<file path="src/rtl/spd_enc_pkg.sv">
package spd_enc_pkg;

  localparam int ByteW     = 8;
  localparam int NumReads  = 12;
  localparam int NumWrites = 6;
  localparam int RdIdxW    = $clog2(NumReads);
  localparam int WrIdxW    = $clog2(NumWrites);

  // slot positions of the fetched bytes, in fetch order
  localparam int IxBanks   = 0;
  localparam int IxRows    = 1;
  localparam int IxWidth   = 2;
  localparam int IxCols    = 3;
  localparam int IxDens    = 4;
  localparam int IxRanks   = 5;
  localparam int IxCasSup  = 6;
  localparam int IxCycHalf = 7;
  localparam int IxCycOne  = 8;
  localparam int IxTrp     = 9;
  localparam int IxTrcd    = 10;
  localparam int IxTras    = 11;

  // output slot positions
  localparam int WsMap    = 0;
  localparam int WsEnd0   = 1;
  localparam int WsTiming = 5;

  typedef enum logic [2:0] {
    StIdle,
    StRead,
    StWrite,
    StDone,
    StErr
  } ctrlState_t;

  typedef struct packed {
    logic              capture;
    logic [RdIdxW-1:0] rdIdx;
    logic [WrIdxW-1:0] wrIdx;
  } dpStrobe_t;

  function automatic logic [ByteW-1:0] readAddrOf(input logic [RdIdxW-1:0] idx);
    case (idx)
      RdIdxW'(IxBanks):   readAddrOf = ByteW'(17);
      RdIdxW'(IxRows):    readAddrOf = ByteW'(3);
      RdIdxW'(IxWidth):   readAddrOf = ByteW'(13);
      RdIdxW'(IxCols):    readAddrOf = ByteW'(4);
      RdIdxW'(IxDens):    readAddrOf = ByteW'(31);
      RdIdxW'(IxRanks):   readAddrOf = ByteW'(5);
      RdIdxW'(IxCasSup):  readAddrOf = ByteW'(18);
      RdIdxW'(IxCycHalf): readAddrOf = ByteW'(23);
      RdIdxW'(IxCycOne):  readAddrOf = ByteW'(25);
      RdIdxW'(IxTrp):     readAddrOf = ByteW'(27);
      RdIdxW'(IxTrcd):    readAddrOf = ByteW'(29);
      RdIdxW'(IxTras):    readAddrOf = ByteW'(30);
      default:            readAddrOf = '0;
    endcase
  endfunction

endpackage

</file>
<file path="src/rtl/spd_enc_ctrl.sv">
module spd_enc_ctrl
  import spd_enc_pkg::*;
(
  input  logic      clk,
  input  logic      rstN,
  input  logic      start,
  input  logic      rdValid,
  input  logic      rdErr,
  output logic      rdReq,
  output logic      wrValid,
  output logic      done,
  output logic      errOut,
  output dpStrobe_t strobe
);

  localparam logic [RdIdxW-1:0] LastRd = RdIdxW'(NumReads - 1);
  localparam logic [WrIdxW-1:0] LastWr = WrIdxW'(NumWrites - 1);

  ctrlState_t        state;
  logic [RdIdxW-1:0] rdIdx;
  logic [WrIdxW-1:0] wrIdx;
  logic              errQ;

  wire respOk  = (state == StRead) && rdValid && !rdErr;
  wire respBad = (state == StRead) && rdValid && rdErr;
  wire canGo   = (state == StIdle) || (state == StErr);

  always_ff @(posedge clk or negedge rstN) begin
    if (!rstN) begin
      state <= StIdle;
      rdIdx <= '0;
      wrIdx <= '0;
      errQ  <= 1'b0;
    end else begin
      case (state)
        StIdle, StErr: begin
          if (start) begin
            state <= StRead;
            rdIdx <= '0;
            errQ  <= 1'b0;
          end
        end
        StRead: begin
          if (respBad) begin
            state <= StErr;
            errQ  <= 1'b1;
          end else if (respOk) begin
            if (rdIdx == LastRd) begin
              state <= StWrite;
              wrIdx <= '0;
            end else begin
              rdIdx <= rdIdx + 1'b1;
            end
          end
        end
        StWrite: begin
          if (wrIdx == LastWr) state <= StDone;
          else                 wrIdx <= wrIdx + 1'b1;
        end
        StDone:  state <= StIdle;
        default: state <= StIdle;
      endcase
    end
  end

  assign rdReq          = (state == StRead);
  assign wrValid        = (state == StWrite);
  assign done           = (state == StDone);
  assign errOut         = errQ;
  assign strobe.capture = respOk;
  assign strobe.rdIdx   = rdIdx;
  assign strobe.wrIdx   = wrIdx;

  // an unanswered request stays up at the same slot
  assert_req_hold_R1: assert property (@(posedge clk) disable iff (!rstN)
    rdReq && !rdValid |=> rdReq && $stable(rdIdx));

  // write slots advance by one each cycle until the last
  assert_wr_step_R2: assert property (@(posedge clk) disable iff (!rstN)
    wrValid && (wrIdx != LastWr) |=> wrValid && (wrIdx == $past(wrIdx) + 1'b1));

  // done follows the final write
  assert_done_after_last_R10: assert property (@(posedge clk) disable iff (!rstN)
    wrValid && (wrIdx == LastWr) |=> done && !wrValid);

  // an error response aborts with no write
  assert_err_abort_R11: assert property (@(posedge clk) disable iff (!rstN)
    rdReq && rdValid && rdErr |=> errOut && !wrValid && !rdReq && !done);

  // start while busy leaves the read slot unchanged
  assert_start_ignored_R12: assert property (@(posedge clk) disable iff (!rstN)
    start && rdReq && !rdValid |=> rdReq && $stable(rdIdx));

  // an error never coexists with traffic
  assert_err_quiet_R11: assert property (@(posedge clk) disable iff (!rstN)
    errOut |-> !wrValid && !done);

  logic unusedCanGo;
  assign unusedCanGo = canGo;

endmodule

</file>
<file path="src/rtl/spd_enc_datapath.sv">
module spd_enc_datapath
  import spd_enc_pkg::*;
#(
  parameter logic [ByteW-1:0] CycleLimit = 8'h75,
  parameter logic [ByteW-1:0] TrpLimit   = 8'h3C,
  parameter logic [ByteW-1:0] TrcdLimit  = 8'h3C,
  parameter logic [ByteW-1:0] TrasLimit  = 8'h25
) (
  input  logic             clk,
  input  logic             rstN,
  input  dpStrobe_t        strobe,
  input  logic [ByteW-1:0] rdData,
  output logic [ByteW-1:0] rdAddr,
  output logic [ByteW-1:0] wrData
);

  logic [NumReads-1:0][ByteW-1:0] slotQ;

  always_ff @(posedge clk or negedge rstN) begin
    if (!rstN) begin
      slotQ <= '0;
    end else if (strobe.capture) begin
      for (int i = 0; i < NumReads; i++) begin
        if (strobe.rdIdx == RdIdxW'(i)) slotQ[i] <= rdData;
      end
    end
  end

  assign rdAddr = readAddrOf(strobe.rdIdx);

  logic [ByteW-1:0] banks, rows, devWidth, cols, dens, ranks;
  logic [ByteW-1:0] casSup, cycHalf, cycOne, trp, trcd, tras;

  assign banks    = slotQ[IxBanks];
  assign rows     = slotQ[IxRows];
  assign devWidth = slotQ[IxWidth];
  assign cols     = slotQ[IxCols];
  assign dens     = slotQ[IxDens];
  assign ranks    = slotQ[IxRanks];
  assign casSup   = slotQ[IxCasSup];
  assign cycHalf  = slotQ[IxCycHalf];
  assign cycOne   = slotQ[IxCycOne];
  assign trp      = slotQ[IxTrp];
  assign trcd     = slotQ[IxTrcd];
  assign tras     = slotQ[IxTras];

  // address-map type
  logic [ByteW-1:0] mapType;
  always_comb begin
    mapType = '0;
    if (banks != ByteW'(2)) begin
      if ((rows >= ByteW'(13)) && (devWidth != ByteW'(4))) mapType[7] = 1'b1;
      if ((cols == ByteW'(10)) || (cols == ByteW'(11))) mapType[6:5] = 2'b11;
      else if (cols == ByteW'(9))                       mapType[6:5] = 2'b10;
      else if (cols == ByteW'(8))                       mapType[6:5] = 2'b01;
    end
  end

  // rank density priority encoder
  logic [ByteW-1:0] end0;
  always_comb begin
    if      (dens[1]) end0 = 8'h80;
    else if (dens[0]) end0 = 8'h40;
    else if (dens[7]) end0 = 8'h20;
    else if (dens[6]) end0 = 8'h10;
    else if (dens[5]) end0 = 8'h08;
    else if (dens[4]) end0 = 8'h04;
    else if (dens[3]) end0 = 8'h02;
    else              end0 = 8'h01;
  end

  logic [ByteW-1:0] endRest;
  assign endRest = (ranks == ByteW'(2)) ? {end0[ByteW-2:0], 1'b0} : end0;

  // CAS latency selection
  logic [1:0] casField;
  always_comb begin
    if (casSup[4]) begin
      casField = 2'b11;
      if (casSup[3] && (cycHalf <= CycleLimit)) casField = 2'b10;
      if (casSup[2] && (cycOne <= CycleLimit))  casField = 2'b01;
    end else begin
      casField = 2'b10;
      if (casSup[2] && (cycHalf <= CycleLimit)) casField = 2'b01;
    end
  end

  logic [1:0] ilv;
  always_comb begin
    if      (banks == ByteW'(4)) ilv = 2'b10;
    else if (banks == ByteW'(2)) ilv = 2'b01;
    else                         ilv = 2'b00;
  end

  logic [ByteW-1:0] timing;
  assign timing = {trp > TrpLimit, tras > TrasLimit, casField, 1'b0, trcd > TrcdLimit, ilv};

  always_comb begin
    case (strobe.wrIdx)
      WrIdxW'(WsMap):    wrData = mapType;
      WrIdxW'(WsEnd0):   wrData = end0;
      WrIdxW'(WsTiming): wrData = timing;
      default:           wrData = (strobe.wrIdx < WrIdxW'(NumWrites)) ? endRest : '0;
    endcase
  end

  // the rank end is always a single set bit
  assert_end_onehot_R4: assert property (@(posedge clk) disable iff (!rstN)
    $countones(end0) == 1);

  // captured CAS field never holds the unused code
  assert_cas_code_R6: assert property (@(posedge clk) disable iff (!rstN)
    strobe.capture |=> timing[5:4] != 2'b00);

endmodule

</file>
<file path="src/rtl/spd_timing_encoder.sv">
module spd_timing_encoder
  import spd_enc_pkg::*;
#(
  parameter logic [7:0] CycleLimit = 8'h75,
  parameter logic [7:0] TrpLimit   = 8'h3C,
  parameter logic [7:0] TrcdLimit  = 8'h3C,
  parameter logic [7:0] TrasLimit  = 8'h25
) (
  input  logic       clk,
  input  logic       rstN,
  input  logic       start,
  output logic       rdReq,
  output logic [7:0] rdAddr,
  input  logic       rdValid,
  input  logic [7:0] rdData,
  input  logic       rdErr,
  output logic       wrValid,
  output logic [2:0] wrAddr,
  output logic [7:0] wrData,
  output logic       done,
  output logic       errOut
);

  dpStrobe_t strobe;

  spd_enc_ctrl uCtrl (
    .clk     (clk),
    .rstN    (rstN),
    .start   (start),
    .rdValid (rdValid),
    .rdErr   (rdErr),
    .rdReq   (rdReq),
    .wrValid (wrValid),
    .done    (done),
    .errOut  (errOut),
    .strobe  (strobe)
  );

  spd_enc_datapath #(
    .CycleLimit (CycleLimit),
    .TrpLimit   (TrpLimit),
    .TrcdLimit  (TrcdLimit),
    .TrasLimit  (TrasLimit)
  ) uData (
    .clk    (clk),
    .rstN   (rstN),
    .strobe (strobe),
    .rdData (rdData),
    .rdAddr (rdAddr),
    .wrData (wrData)
  );

  assign wrAddr = 3'(strobe.wrIdx);

endmodule

</file>
<file path="config.mk">
export PLATFORM = sky130hd
export DESIGN_NAME = spd_timing_encoder
export DESIGN_NICKNAME = d
export VERILOG_FILES = /design/src/rtl/spd_enc_pkg.sv /design/src/rtl/spd_enc_ctrl.sv /design/src/rtl/spd_enc_datapath.sv /design/src/rtl/spd_timing_encoder.sv
export SDC_FILE = /design/constraint.sdc
export NUM_CORES = 1
export LEC_CHECK = 0
export ABC_CLOCK_PERIOD_IN_PS = 2600
export CELL_PAD_IN_SITES_DETAIL_PLACEMENT = 0
export CELL_PAD_IN_SITES_GLOBAL_PLACEMENT = 1
export CORE_UTILIZATION = 47
export CTS_CLUSTER_SIZE = 30
export DETAILED_ROUTE_END_ITERATION = 6
export GPL_TIMING_DRIVEN = 0
export PLACE_DENSITY_LB_ADDON = 0.1
export SKIP_CTS_REPAIR_TIMING = 1
export SLEW_MARGIN = 0
export SYNTH_ARGS = -nofsm -noshare
export SYNTH_HDL_FRONTEND = slang
export SYNTH_SLANG_ARGS = --single-unit
export TNS_END_PERCENT = 1
</file>
<file path="constraint.sdc">
create_clock -name clk -period 2.6 [get_ports clk]
set_clock_uncertainty 0.2 [all_clocks]
set_input_delay 0.52 -clock clk [delete_from_list [all_inputs] [get_ports clk]]
set_output_delay 0.52 -clock clk [all_outputs]
set_load 0.02 [all_outputs]
</file>
==> impl_metrics.py, run 1 <==
metrics = {
    "grt": {
        "antenna_found_initial": 0,
        "grt_max_degree": 52,
        "overflow": 0,
        "grt_pass1_vias": 2982,
        "grt_usage_pct": 20.4,
        "grt_pass1_wl_um": 15800,
    },
    "drt": {
        "routed-wl-met2_um": 4410,
        "wl_met1_um": 4930,
        "wl_met3_um": 257,
        "remaining_drc_errors": 0,
        "first_pass_iters": 4,
        "final_antenna_net_count": 0,
        "vias": 3055,
        "drt_iter0_markers": 106,
        "top_layer_used": "met4",
        "drt-total-wl_um": 9700,
        "viasPerCell": 5.37,
        "routedWlPerCell_um": 17.0,
    },
    "sta": {
        "final_max_slew_viol_count": 0,
        "fin_crit_ps": 2990,
        "setup_viol": 9,
        "period_share_pct": 115,
        "rsz0062_at_grt": "true",
        "fmax_ghz": 0.334,
        "slew_headroom_pct": 51.1,
        "tightest_slew_ps": 734,
        "setup_slack_ps": -394,
        "whs_ps": -36.6,
        "hold_violations": 33,
        "finalSetupTns_ps": -2070,
    },
    "final_layout": {
        "area_growth_pct": 18.2,
        "antenna_cells": 0,
        "nets": 454,
        "drive_above_1_share_pct": 32.6,
        "final_common_cell": "dfrtp_1",
        "fin_area_sq_mm": 0.00555,
        "final_util_pct": 57.0,
        "final_cell_mix": "dfrtp_1 (95), mux2_2 (61), mux2_1 (26)",
    },
    "synthesis": {
        "synth_top_area_share_pct": 52.2,
        "yosysUniqueCellTypes": 53,
        "netlist_instances": 383,
        "ys_seq_area_share_pct": 52.2,
        "yosysWarnings": 0,
        "ys.flop_type": "dfrtp_1",
        "synth_top_cell_by_area": "dfrtp_1",
        "synth-edff-count": 0,
        "netlist_area_sq_mm": 0.00469,
        "synthTopCellsByArea": "dfrtp_1 (52%), mux2_2 (15%), mux2_1 (6.2%)",
        "syn_avg_cell_area_sq_um": 12.3,
        "postSynth.asyncResetShare_pct": 100,
        "synth.ff_latch_count": 98,
    },
    "job": {
        "max_cap_violations": 0,
    },
    "worst_setup_path": {
        "end_kind": "output port",
        "r2r-end": "uData.tras[3]$_DFFE_PN0P_",
        "cp_cell_sequence": "or4_4 > nor4_4 > buf_4 > a211oi_1 > a221o_1 > buf_2",
        "r2r_start": "uCtrl.rdIdx[1]$_DFFE_PN0P_",
        "critPathKind": "reg -> out",
        "worst-endpoint-required_ps": 1880,
        "critPathMaxFanout": 2,
        "slowest_delay_ps": 570,
        "r2r_setup_slack_ps": 360,
        "worstPathArrival_ps": 2270,
        "cp_slowest_cell": "or4_4",
        "crit_path_start_kind": "register",
        "worst_r2r_path_depth": 5,
    },
    "run_status": {
        "status": "finished, violations left",
        "violations": "negative hold slack, negative setup slack",
    },
    "clock_tree": {
        "worstSkewPairLatency_ps": 360,
        "cts.sink_count": 98,
        "path_clk_slew_ps": 100,
        "cts-root-buf": "clkbuf_8",
        "htree_num_levels": 3,
        "clock_path_buffers": 2,
        "cts_tree": "built",
        "cts_inserted_buffers": 9,
    },
    "placed_design": {
        "post-dp-hpwl_um": 6840,
        "portBuffers": 32,
        "placed_cell_area_sq_mm": 0.00521,
        "globalplace.congestion": 0.784,
    },
    "floorplan": {
        "die_height_um": 102,
        "row_count": 36,
        "die_area_sq_mm": 0.0104,
        "core_sq_mm": 0.00973,
        "start_util_pct": 48.3,
        "die_w_um": 102,
        "io_pins": 36,
    },
    "hold_path": {
        "hold_path.class": "in -> async",
    },
    "pwr": {
        "p_leak_nw": 2.73,
        "total_power_mw": 4.56,
        "power_density_mw_per_mm2": 822,
        "ir_drop_mv": 0.493,
    },
}
## layout make-up
type                            instances  area, sq um
Clock buffer                           10          128
Clock inverter                          6         72.6
Inverter                               11         41.3
Buffer                                 20          116
Fill cell                             870         4180
Timing Repair Buffer                   37          357
Sequential cell                        98         2460
Multi-Input combinational cell        254         2210
Tap cell                              133          166
## stage by stage
| step | instances | hold slack [ps] | setup WS, ps |
|---|---|---|---|
| finish | 569 | -36.6 | -394 |
| global route | 569 | 2.55 | -452 |
| CTS | 567 | -8.20 | -1220 |
| detailed placement | 551 | 276 | -808 |
| global placement | 550 | 270 | -2800 |
| floorplan | 385 | 24.4 | 104 |
## kinds of logic after synthesis
kind of cell,synth area share [%]
AO/OA/AOI/OAI,6.69
XOR/XNOR,0.373
adder cells (fa/ha/maj),2.67
buffers and inverters,3.36
flip-flops,52.2
multiplexers,21.7
other,0.0799
AND/OR/NAND/NOR,12.9
## worst max path at each step
stage / endpoint / cells after the start / startpoint / slack, ps
CTS: wrData[7] / 5 / uData.banks[0]$_DFFE_PN0P_ / -1220
finish: wrData[7] / 6 / uData.banks[4]$_DFFE_PN0P_ / -390
detailed placement: wrData[7] / 5 / uData.banks[0]$_DFFE_PN0P_ / -810
floorplan: wrData[3] / 7 / uCtrl.wrIdx[1]$_DFFE_PN0P_ / 100
global placement: uData.trp[2]$_DFFE_PN0P_ / 1 / rstN / -2800
global route: wrData[7] / 6 / uData.banks[4]$_DFFE_PN0P_ / -450
## registers in the layout, indices dropped and copies added (netlist names)
name,count
uCtrl.errOut,1
uCtrl.rdIdx,4
uCtrl.state,3
uCtrl.wrIdx,3
uData.banks,8
uData.casSup,3
uData.cols,8
uData.cycHalf,7
uData.cycOne,7
uData.dens,7
uData.devWidth,8
uData.ranks,8
uData.rows,8
uData.tras,7
uData.trcd,8
uData.trp,8
## critical path, delay by kind of cell (launching register included)
family	cells	cell delay (ps)
buffers and inverters	2	330
flip-flops	1	390
AO/OA/AOI/OAI	2	420
AND/OR/NAND/NOR	2	770
## cell usage after synthesis, types with 6 or more instances
cell type,number
buf_4,8
a21oi_1,9
dfrtp_1,98
o21ai_0,14
clkbuf_1,11
nand2_1,13
nand3_1,11
mux2_1,26
nor2_1,21
inv_1,11
nand2_4,6
nor4_1,6
nand2b_1,7
mux2_2,61
ha_1,10
## where the power goes
part           internal, mW  switching [mW]  total [mW]
Clock                 0.458           0.545        1.00
Combinational         0.738           0.774        1.51
Sequential             1.81           0.236        2.05
## per-layer routing
metal  vias up  global-route usage (%)
met5         -                       0
met4         0                    6.59
met3         9                    2.67
met2        41                    30.8
met1      1540                    30.6
li1       1465                       -
No activity file was read; power rests on OpenSTA's default activity.
==> inputs of run 2 (changes only) <==
--- a/config.mk
+++ b/config.mk
@@ -12,10 +12,11 @@
 export CTS_CLUSTER_SIZE = 30
 export DETAILED_ROUTE_END_ITERATION = 6
 export GPL_TIMING_DRIVEN = 0
-export PLACE_DENSITY_LB_ADDON = 0.1
+export PLACE_DENSITY = 0.79
 export SKIP_CTS_REPAIR_TIMING = 1
 export SLEW_MARGIN = 0
 export SYNTH_ARGS = -nofsm -noshare
 export SYNTH_HDL_FRONTEND = slang
+export SYNTH_HIERARCHICAL = 1
 export SYNTH_SLANG_ARGS = --single-unit
 export TNS_END_PERCENT = 1
==> run 2 against run 1 <==
Non-clock buffer count fell by 2. Largest cell class unchanged. The run ends with negative setup slack left. Utilization rose by 1.4 points. Total power fell by 0.52%. Register-to-register slack got worse by 400 ps. Via count rose by 0.95%. Largest power group unchanged. Final cell count fell by 1.6%.
==> impl_metrics.py, run 2 <==
metrics = {
    "synthesis": {
        "synthTopCellsByArea": "dfrtp_1 (53%), mux2_2 (22%), nand2_1 (1.5%)",
        "ys.flop_type": "dfrtp_1",
        "yosysMostFrequentCell": "dfrtp_1",
        "yosysWarnings": 6,
        "synth_top_cells_by_count": "dfrtp_1 (98), mux2_2 (89), nand2_1 (19)",
        "yosysUniqueCellTypes": 64,
        "postSynth.asyncResetShare_pct": 100,
        "netlist_instances": 374,
        "ys_seq_area_share_pct": 52.7,
        "synth_top_area_share_pct": 52.7,
        "syn_avg_cell_area_sq_um": 12.4,
        "synth.ff_latch_count": 98,
        "synth_top_cell_by_area": "dfrtp_1",
        "synth-edff-count": 0,
        "netlist_area_sq_mm": 0.00465,
    },
    "grt": {
        "grt_pass1_vias": 3045,
        "overflow": 0,
        "antenna_found_initial": 0,
        "grt_max_degree": 60,
        "grt_usage_pct": 21.1,
        "grt_pass1_wl_um": 16000,
    },
    "clock_tree": {
        "cts_tree": "built",
        "cts-root-buf": "clkbuf_8",
        "clock_path_buffers": 2,
        "path_clk_slew_ps": 90,
        "worstSkewPairLatency_ps": 360,
        "htree_num_levels": 3,
        "cts_inserted_buffers": 9,
        "cts.sink_count": 98,
    },
    "sta": {
        "fin_crit_ps": 2930,
        "period_share_pct": 113,
        "final_max_slew_viol_count": 0,
        "hold_violations": 0,
        "slew_headroom_pct": 52.6,
        "setup_viol": 16,
        "rsz0062_at_grt": "true",
        "tightest_slew_ps": 711,
        "fmax_ghz": 0.341,
        "setup_slack_ps": -335,
    },
    "floorplan": {
        "io_pins": 36,
        "die_area_sq_mm": 0.0103,
        "die_w_um": 102,
        "start_util_pct": 49.4,
        "row_count": 35,
        "die_height_um": 102,
        "core_sq_mm": 0.00942,
    },
    "final_layout": {
        "multi_input_area_sq_mm": 0.00215,
        "final_cell_mix": "dfrtp_1 (91), mux2_2 (89), nand2_1 (18)",
        "n_fill_cell": 783,
        "drive_above_1_share_pct": 36.7,
        "fin_cells": 560,
        "nets": 442,
        "seqCellArea_sq_mm": 0.00246,
        "final_util_pct": 58.4,
        "fin_area_sq_mm": 0.00550,
        "area_growth_pct": 18.2,
        "antenna_cells": 0,
        "final_common_cell": "dfrtp_1",
    },
    "worst_setup_path": {
        "cp-startpoint": "uData/ranks[4]$_DFFE_PN0P_",
        "timing.critical_path.mode_cell": "buf_6",
        "cp_top_family": "simple AND/OR/NAND/NOR gates",
        "worst_r2r_path_depth": 8,
        "end_kind": "output port",
        "crit_buf_inv": 3,
        "critPathMaxFanout": 4,
        "worstPathArrival_ps": 2210,
        "cp_slowest_cell": "or4b_4",
        "slowest_delay_ps": 590,
        "r2r_start": "uCtrl/state[2]$_DFFE_PN0P_",
        "worst-path-stages": 7,
        "crit_path_start_kind": "register",
        "cp_cell_sequence": "or4b_4 > a211oi_4 > buf_4 > buf_6 > nand3b_1 > a21oi_2 > buf_6",
        "critPathKind": "reg -> out",
        "worst-endpoint-required_ps": 1880,
    },
    "placed_design": {
        "globalplace.congestion": 0.810,
        "placed_cell_area_sq_mm": 0.00516,
        "post-dp-hpwl_um": 6750,
        "portBuffers": 31,
        "dp.cells": 537,
    },
    "drt": {
        "drt_iter0_markers": 119,
        "first_pass_iters": 5,
        "routedWlPerCell_um": 17.7,
        "viasPerCell": 5.51,
        "final_antenna_net_count": 0,
        "drt-total-wl_um": 9900,
        "vias": 3084,
        "remaining_drc_errors": 0,
    },
    "pwr": {
        "p_leak_nw": 2.61,
        "p_sw_share_pct": 33.3,
        "p_int_mw": 3.03,
        "power_frac_clock_pct": 22.0,
        "p_switching_mw": 1.51,
        "ir_drop_mv": 0.352,
        "power_density_mw_per_mm2": 825,
        "combPwrFrac_pct": 31.4,
        "power_frac_seq_pct": 46.6,
    },
    "run_status": {
        "status": "finished, violations left",
        "violations": "negative setup slack",
    },
    "hold_path": {
        "min_path_cells": 1,
        "hp-start": "uData/trcd[2]$_DFFE_PN0P_",
        "hold_path.class": "reg -> reg",
    },
    "job": {
        "max_cap_violations": 0,
    },
}
run 2: changes by cell type after synthesis, moves of 4 or more:
| cell | before | now |
|---|---|---|
| nand2_4 | 6 | 0 |
| mux2_2 | 61 | 89 |
| ha_1 | 10 | 3 |
| mux2_1 | 26 | 0 |
| and2_1 | 5 | 0 |
| mux2i_1 | 4 | 0 |
| nand2_1 | 13 | 19 |
| nor2_1 | 21 | 17 |
run 2: power by group through the flow:
stage / combinational [mW] / sequential, mW / clock (mW)
2_1_floorplan: 0.930 / 2.09 / 0
3_3_place_gp: 1.37 / 2.11 / 0
6_report: 1.43 / 2.11 / 0.996
3_5_place_dp: 1.41 / 2.13 / 0
5_1_grt: 1.57 / 2.16 / 1.10
4_1_cts: 1.42 / 2.10 / 1.02
run 2: layer usage:
metal	vias to the layer above	GRT usage, %	wire length, um
met5	-	0	0
met4	0	5.02	78
met3	7	4.42	430
met2	65	32.6	4570
met1	1547	30.4	4820
li1	1465	-	-
run 2: logic make-up after synthesis:
| logic type | count (synthesis) | synth area share (%) |
|---|---|---|
| adders and majority gates | 3 | 0.807 |
| other | 1 | 0.0806 |
| DFF | 98 | 52.7 |
| and+or+nand+nor | 104 | 14.2 |
| muxes | 89 | 21.5 |
| buffers and inverters | 25 | 2.55 |
| AOI/OAI and AO/OA | 54 | 8.12 |
run 2: worst paths after layout:
kind                                              endpoint  slack [ps]
worst max register to register   uData/dens[7]$_DFFE_PN0P_         -40
min in group asynchronous       uCtrl/rdIdx[3]$_DFFE_PN0P_         470
worst min register to register   uData/trcd[2]$_DFFE_PN0P_         310
max in group asynchronous        uData/trcd[7]$_DFFE_PN0P_        1040
worst max-delay path                             wrData[3]        -330
worst min-delay path             uData/trcd[2]$_DFFE_PN0P_         310
run 2: area by class of cell:
cell class / instances / share of cell area [%]
clock inverters: 5 / 1.11
clock buffers: 11 / 2.57
inverters: 9 / 0.614
repair buffers: 39 / 7.26
multi-input cells: 253 / 39.0
flip-flops and latches: 98 / 44.8
well taps: 129 / 2.94
plain buffers: 16 / 1.73
run 2: stage by stage:
stage                     power, mW  TNS, ps  setup WS, ps  hold slack [ps]
after global placement         3.48  -287040         -2720              282
after floorplan                3.02    -16.4         -16.4             24.4
after CTS                      4.54   -11050          -909            -62.1
final                          4.54    -2320          -335              313
after detailed placement       3.54   -23530          -479              291
after global routing           4.82    -6130          -443              321
==> inputs of run 3 (changes only) <==
--- a/config.mk
+++ b/config.mk
@@ -6,6 +6,7 @@
 export NUM_CORES = 1
 export LEC_CHECK = 0
 export ABC_CLOCK_PERIOD_IN_PS = 2600
+export CAP_MARGIN = 10
 export CELL_PAD_IN_SITES_DETAIL_PLACEMENT = 0
 export CELL_PAD_IN_SITES_GLOBAL_PLACEMENT = 1
 export CORE_UTILIZATION = 47
==> results of run 3 <==
No change in the layout: final DEF, timing and power equal those of run 2.
